`config.mk`:
```
export PLATFORM = sky130hd
export DESIGN_NAME = rx_stats_irq
export DESIGN_NICKNAME = d
export VERILOG_FILES = /design/src/rtl/rx_stats_pkg.sv /design/src/rtl/stat_counter.sv /design/src/rtl/irq_status.sv /design/src/rtl/rx_stats_irq.sv
export SDC_FILE = /design/constraint.sdc
export NUM_CORES = 1
export LEC_CHECK = 0
export CORE_MARGIN = 8
export CORE_UTILIZATION = 40
export CTS_CLUSTER_SIZE = 20
export DETAILED_ROUTE_END_ITERATION = 8
export PLACE_DENSITY_LB_ADDON = 0.2
export SYNTH_ARGS = -nofsm -noshare
export SYNTH_HDL_FRONTEND = slang
export SYNTH_HIERARCHICAL = 1
export SYNTH_SLANG_ARGS = --single-unit
```
`constraint.sdc`:
```
create_clock -name clk -period 4 [get_ports clk]
set_input_delay 0.8 -clock clk [delete_from_list [all_inputs] [get_ports clk]]
set_output_delay 0.8 -clock clk [all_outputs]
set_load 0.005 [all_outputs]
```
`src/rtl/rx_stats_pkg.sv`:
```
package rx_stats_pkg;

  localparam int NUM_CNT = 8;
  localparam int NUM_STS = NUM_CNT + 1;

  typedef enum logic [2:0] {
    CID_RX_FRM   = 3'd0,
    CID_RX_BYTE  = 3'd1,
    CID_DRP_FRM  = 3'd2,
    CID_DRP_BYTE = 3'd3,
    CID_CRC      = 3'd4,
    CID_PAUSE    = 3'd5,
    CID_MCAST    = 3'd6,
    CID_BCAST    = 3'd7
  } cnt_id_e;

  localparam logic [3:0] ADR_STATUS = 4'd0;
  localparam logic [3:0] ADR_MASK   = 4'd1;
  localparam logic [3:0] ADR_FORCE  = 4'd2;

endpackage

```
`src/rtl/stat_counter.sv`:
```
module stat_counter #(
  parameter int CNT_W = 32
) (
  input  logic             clk,
  input  logic             rst_n,
  input  logic             en,
  input  logic             inc_vld,
  input  logic [CNT_W-1:0] inc_amt,
  output logic [CNT_W-1:0] count,
  output logic             ovf_evt
);

  localparam logic [CNT_W-1:0] CNT_MAX = '1;

  function automatic logic [CNT_W:0] wide_add(input logic [CNT_W-1:0] a,
                                              input logic [CNT_W-1:0] b);
    return {1'b0, a} + {1'b0, b};
  endfunction

  logic [CNT_W:0] sum;
  logic           upd;

  assign sum     = wide_add(count, inc_amt);
  assign upd     = en && inc_vld;
  assign ovf_evt = upd && sum[CNT_W];

  always_ff @(posedge clk or negedge rst_n) begin
    if (!rst_n)       count <= '0;
    else if (upd)     count <= sum[CNT_W] ? CNT_MAX : sum[CNT_W-1:0];
  end


  sat_hold_chk: assert property (@(posedge clk) disable iff (!rst_n)
    (count == CNT_MAX) |=> (count == CNT_MAX));


  stall_chk: assert property (@(posedge clk) disable iff (!rst_n)
    !en |=> $stable(count));


  ovf_full_chk: assert property (@(posedge clk) disable iff (!rst_n)
    ovf_evt |=> (count == CNT_MAX));

endmodule

```
`src/rtl/irq_status.sv`:
```
module irq_status #(
  parameter int NSTS = 9
) (
  input  logic            clk,
  input  logic            rst_n,
  input  logic            en,
  input  logic [NSTS-1:0] hw_evt,
  input  logic            clr_we,
  input  logic            frc_we,
  input  logic            msk_we,
  input  logic [NSTS-1:0] wdata,
  output logic [NSTS-1:0] sts,
  output logic [NSTS-1:0] mask,
  output logic            irq
);

  logic [NSTS-1:0] set_bits;
  logic [NSTS-1:0] clr_bits;

  assign set_bits = (en ? hw_evt : '0) | (frc_we ? wdata : '0);
  assign clr_bits = clr_we ? wdata : '0;

  always_ff @(posedge clk or negedge rst_n) begin
    if (!rst_n) begin
      sts  <= '0;
      mask <= '0;
    end else begin
      sts <= (sts & ~clr_bits) | set_bits;
      if (msk_we) mask <= wdata;
    end
  end

  assign irq = |(sts & ~mask);


  w1c_chk: assert property (@(posedge clk) disable iff (!rst_n)
    (clr_we && !frc_we && !en) |=> ((sts & $past(wdata)) == '0));


  force_chk: assert property (@(posedge clk) disable iff (!rst_n)
    frc_we |=> ((sts & $past(wdata)) == $past(wdata)));


  sticky_chk: assert property (@(posedge clk) disable iff (!rst_n)
    (!en && !clr_we && !frc_we) |=> $stable(sts));


  set_wins_chk: assert property (@(posedge clk) disable iff (!rst_n)
    (en && (|hw_evt)) |=> ((sts & $past(hw_evt)) == $past(hw_evt)));

endmodule

```
`src/rtl/rx_stats_irq.sv`:
```
module rx_stats_irq
  import rx_stats_pkg::*;
#(
  parameter int CNT_W = 32,
  parameter int LEN_W = 14,
  parameter int REG_W = 32
) (
  input  logic             clk,
  input  logic             rst_n,
  input  logic             dir_en,
  input  logic             frm_valid,
  input  logic [LEN_W-1:0] frm_len,
  input  logic             frm_drop,
  input  logic             frm_crc_err,
  input  logic             frm_pause,
  input  logic             frm_mcast,
  input  logic             frm_bcast,
  input  logic [3:0]       reg_addr,
  input  logic             reg_wr,
  input  logic [REG_W-1:0] reg_wdata,
  output logic [REG_W-1:0] reg_rdata,
  output logic             irq
);

  localparam logic [CNT_W-1:0] ONE = CNT_W'(1);

  logic [NUM_CNT-1:0]  inc_vld;
  logic [CNT_W-1:0]    inc_amt [NUM_CNT];
  logic [CNT_W-1:0]    cnt     [NUM_CNT];
  logic [NUM_CNT-1:0]  ovf_evt;
  logic [CNT_W-1:0]    len_ext;
  logic [NUM_STS-1:0]  hw_evt;
  logic [NUM_STS-1:0]  sts;
  logic [NUM_STS-1:0]  mask;
  logic                frame_ok;
  logic                clr_we;
  logic                frc_we;
  logic                msk_we;
  logic                unused_wdata;

  assign len_ext      = CNT_W'(frm_len);
  assign unused_wdata = ^reg_wdata[REG_W-1:NUM_STS];

  // Per-counter increment selection, indexed by the counter id.
  always_comb begin
    for (int k = 0; k < NUM_CNT; k++) begin
      inc_vld[k] = 1'b0;
      inc_amt[k] = ONE;
      case (cnt_id_e'(k))
        CID_RX_FRM:   inc_vld[k] = frm_valid;
        CID_RX_BYTE:  begin inc_vld[k] = frm_valid; inc_amt[k] = len_ext; end
        CID_DRP_FRM:  inc_vld[k] = frm_valid && frm_drop;
        CID_DRP_BYTE: begin inc_vld[k] = frm_valid && frm_drop; inc_amt[k] = len_ext; end
        CID_CRC:      inc_vld[k] = frm_valid && frm_crc_err;
        CID_PAUSE:    inc_vld[k] = frm_valid && frm_pause;
        CID_MCAST:    inc_vld[k] = frm_valid && frm_mcast;
        CID_BCAST:    inc_vld[k] = frm_valid && frm_bcast;
        default:      inc_vld[k] = 1'b0;
      endcase
    end
  end

  for (genvar g = 0; g < NUM_CNT; g++) begin : g_cnt
    stat_counter #(.CNT_W(CNT_W)) u_cnt (
      .clk     (clk),
      .rst_n   (rst_n),
      .en      (dir_en),
      .inc_vld (inc_vld[g]),
      .inc_amt (inc_amt[g]),
      .count   (cnt[g]),
      .ovf_evt (ovf_evt[g])
    );
  end

  assign frame_ok = frm_valid && !frm_drop;
  assign hw_evt   = {ovf_evt, frame_ok};

  assign clr_we = reg_wr && (reg_addr == ADR_STATUS);
  assign msk_we = reg_wr && (reg_addr == ADR_MASK);
  assign frc_we = reg_wr && (reg_addr == ADR_FORCE);

  irq_status #(.NSTS(NUM_STS)) u_sts (
    .clk    (clk),
    .rst_n  (rst_n),
    .en     (dir_en),
    .hw_evt (hw_evt),
    .clr_we (clr_we),
    .frc_we (frc_we),
    .msk_we (msk_we),
    .wdata  (reg_wdata[NUM_STS-1:0]),
    .sts    (sts),
    .mask   (mask),
    .irq    (irq)
  );

  always_comb begin
    reg_rdata = '0;
    if (reg_addr[3])                  reg_rdata = REG_W'(cnt[reg_addr[2:0]]);
    else if (reg_addr == ADR_STATUS)  reg_rdata = REG_W'(sts);
    else if (reg_addr == ADR_FORCE)   reg_rdata = REG_W'(sts);
    else if (reg_addr == ADR_MASK)    reg_rdata = REG_W'(mask);
  end


  irq_masked_chk: assert property (@(posedge clk) disable iff (!rst_n)
    ((mask == '1) && !reg_wr) |=> !irq);

endmodule

```
==> metrics <==
TNS Setup=0 ns; post-synthesis cell count=3286; xor/xnor share of the synthesized area=0.0641; Req. time, crit path=3.20 ns; synthesized area per cell=8.48 sq um; part of the cycle the worst path needs=0.931; Setup Skew=0.0175 ns; Crit path arrival time=2.92 ns; Total Nets Final=3860; crit start category=input pin; Worst-Skew Late Latency=0.56 ns; area leader, netlist=dfrtp_1; post-place setup slack=-0.245 ns; CP endpoint kind=primary output; status=finished, final reports clean; Die W=280 um; Tmin final=3.72 ns; final hold vios=0; PortBufs=69; total track usage=0.220; commonest non-fill, non-tap cell in the layout=nand2_1; ys flop type=dfrtp_1; Starting DRT DRC Count=1860; full die area=78400 sq um; met2 wire length=37.8 mm; register area share after synthesis=0.246; post-CTS setup buffers=0; PwrDens=818 nW/um^2; placer congestion estimate=0.919; cts hold-fix bufs=0; TritonCTS clock tree=built; Chip Height=280 um; grt ovf=0; post-route setup slack=0.276 ns; # DRC=0; Total Power=0.0258 W; Reg clk slew, reported paths=0.06 ns; 1st-pass router iterations=5; detailed-route via count=24796; first-pass GRT wire length=137 mm; adder-cell share of the synthesized area=0.121; Initial Utilization=0.405; antenna-violating nets left=0; clk root buf=clkbuf_16; MaxCap Viol Count=0; routed len/inst=19.5 um; largest net degree at the start of global routing=90; FP Rows=96; RSZ-0062 raised after global routing=no; flops & latches, synth=274; Layout area overhead=13.3%; post-synthesis mux area share=0.0670; vias in the first global route=23670; CTS sink cnt=274; Max transition margin=0.406; H-tree Lvls=2; Max Used Layer=met5; commonest cells after routing, fill and taps aside=nand2_1 (509), dfrtp_1 (274), ha_1 (256); final setup fails=0; synth warn=6; VDD IR max=0.314 mV; Peak Freq=269 MHz; Post-synth EDFFs=0; core area=68800 sq um; Synth cell types=78; synthesized area=27900 sq um; cts repair resizes=0; Tightest Pin Transition=0.884 ns; Crit Path Max Fanout=27; Post-synth ARST share=1.00; met3 WL=5.48 mm; Synth top area share=0.246; critical path type=input pin to primary output; post-DP HPWL=68.6 mm; routed wire length=87.5 mm; Vias per Instance=5.52; Num CTS Buffers=38; layout cells sized above 1=0.111; CTS max path bufs=3; largest family of logic cells by synthesized area=compound AO/OA/AOI/OAI gates; IO Count=93; top cells by area, synth=dfrtp_1 (25%), ha_1 (11%), nand2_1 (6.9%); met1 WL=42.1 mm; Simple-Gate Fraction of Synth Area=0.173; initial antenna violation count=5; Max Slew Vio Count=0; Lkg Pwr=14.4 nW; compound-cell area share of the yosys netlist=0.269; Hold Crit Class=input pin to async pin
## cell type report
class,instances,area (sq um)
tap,931,1160
inverter,95,357
multi-input combinational,2946,20200
clock inverter,8,169
antenna,1,2.50
timing repair buffer,181,1640
sequential,274,6860
clock buffer,58,1160
fill,6814,37300
## synthesized netlist by cell type, types with 12 or more instances
cell / number
nand2_1: 509
dfrtp_1: 274
ha_1: 256
a21oi_1: 229
nor2_1: 163
o21ai_0: 160
o21ai_1: 156
xnor2_1: 152
a21o_1: 114
inv_1: 92
clkbuf_1: 85
nand3_1: 83
mux2i_1: 73
nand4_1: 70
buf_6: 54
o22a_1: 52
xor2_1: 52
nor2b_1: 50
mux4_2: 46
a31oi_1: 42
buf_2: 35
a211oi_1: 32
a21oi_2: 28
nor3_1: 28
and2_1: 26
and3_1: 24
nand2b_1: 23
o21ai_2: 20
a22oi_1: 19
a21o_2: 18
o211ai_1: 18
o21bai_1: 18
nand3b_1: 15
a221oi_2: 14
o2111ai_1: 14
o211ai_2: 14
o21a_1: 14
o221ai_1: 14
buf_4: 12
clkbuf_2: 12
## routing by layer
layer,vias up,GRT usage
met5,-,0
met4,2,0.0535
met3,86,0.0344
met2,570,0.341
met1,11871,0.317
li1,12267,-
## kinds of logic after synthesis
group                    after synthesis
AO/OA/AOI/OAI                       1076
XOR/XNOR                             204
adder cells (fa/ha/maj)              264
buffers and inverters                298
flip-flops                           274
multiplexers                         128
other                                  2
AND/OR/NAND/NOR                     1040
## critical path, cell delays in order
cell             delay (ns)
buf_6                  0.29
buf_4                  0.32
mux2i_1                0.55
a22oi_1                0.19
a31o_1                 0.28
clkdlybuf4s50_1        0.45
## flip-flops by register name, indices dropped and copies added (netlist names)
register,count
g_cnt.u_cnt/count,256
u_sts/mask,9
u_sts/sts,9
## where the power goes
group	switching [W]	internal [W]
registers	0.00160	0.00402
logic	0.00947	0.00705
clock network	0.00138	0.00230
total	0.0125	0.0134
## final timing paths
| path | slack, ns | to | cells after the start | startpoint |
|---|---|---|---|---|
| hold / removal | 0.25 | g_cnt[0].u_cnt/count[1] | 1 | rst_n |
| setup reg to reg | 0.41 | u_sts/sts[1] | 13 | g_cnt[0].u_cnt/count[0] |
| max in group asynchronous | 2.91 | g_cnt[7].u_cnt/count[28] | 2 | rst_n |
| min in group clk | 0.50 | g_cnt[6].u_cnt/count[7] | 2 | g_cnt[6].u_cnt/count[7] |
| hold reg to reg | 0.50 | g_cnt[6].u_cnt/count[7] | 2 | g_cnt[6].u_cnt/count[7] |
| setup / recovery | 0.28 | reg_rdata[2] | 6 | reg_addr[0] |
## stage by stage
stage               area (sq um)  hold slack (ns)  utilization  cells
global route               31600            0.302        0.459   4493
floorplan                  28700            0.457            -   3518
detailed placement         30200            0.485        0.439   4427
CTS                        31600            0.300        0.459   4493
global placement           30200            0.480        0.439   4427
finish                     31600            0.246        0.459   4494
Power figures use the tool's default switching activity.
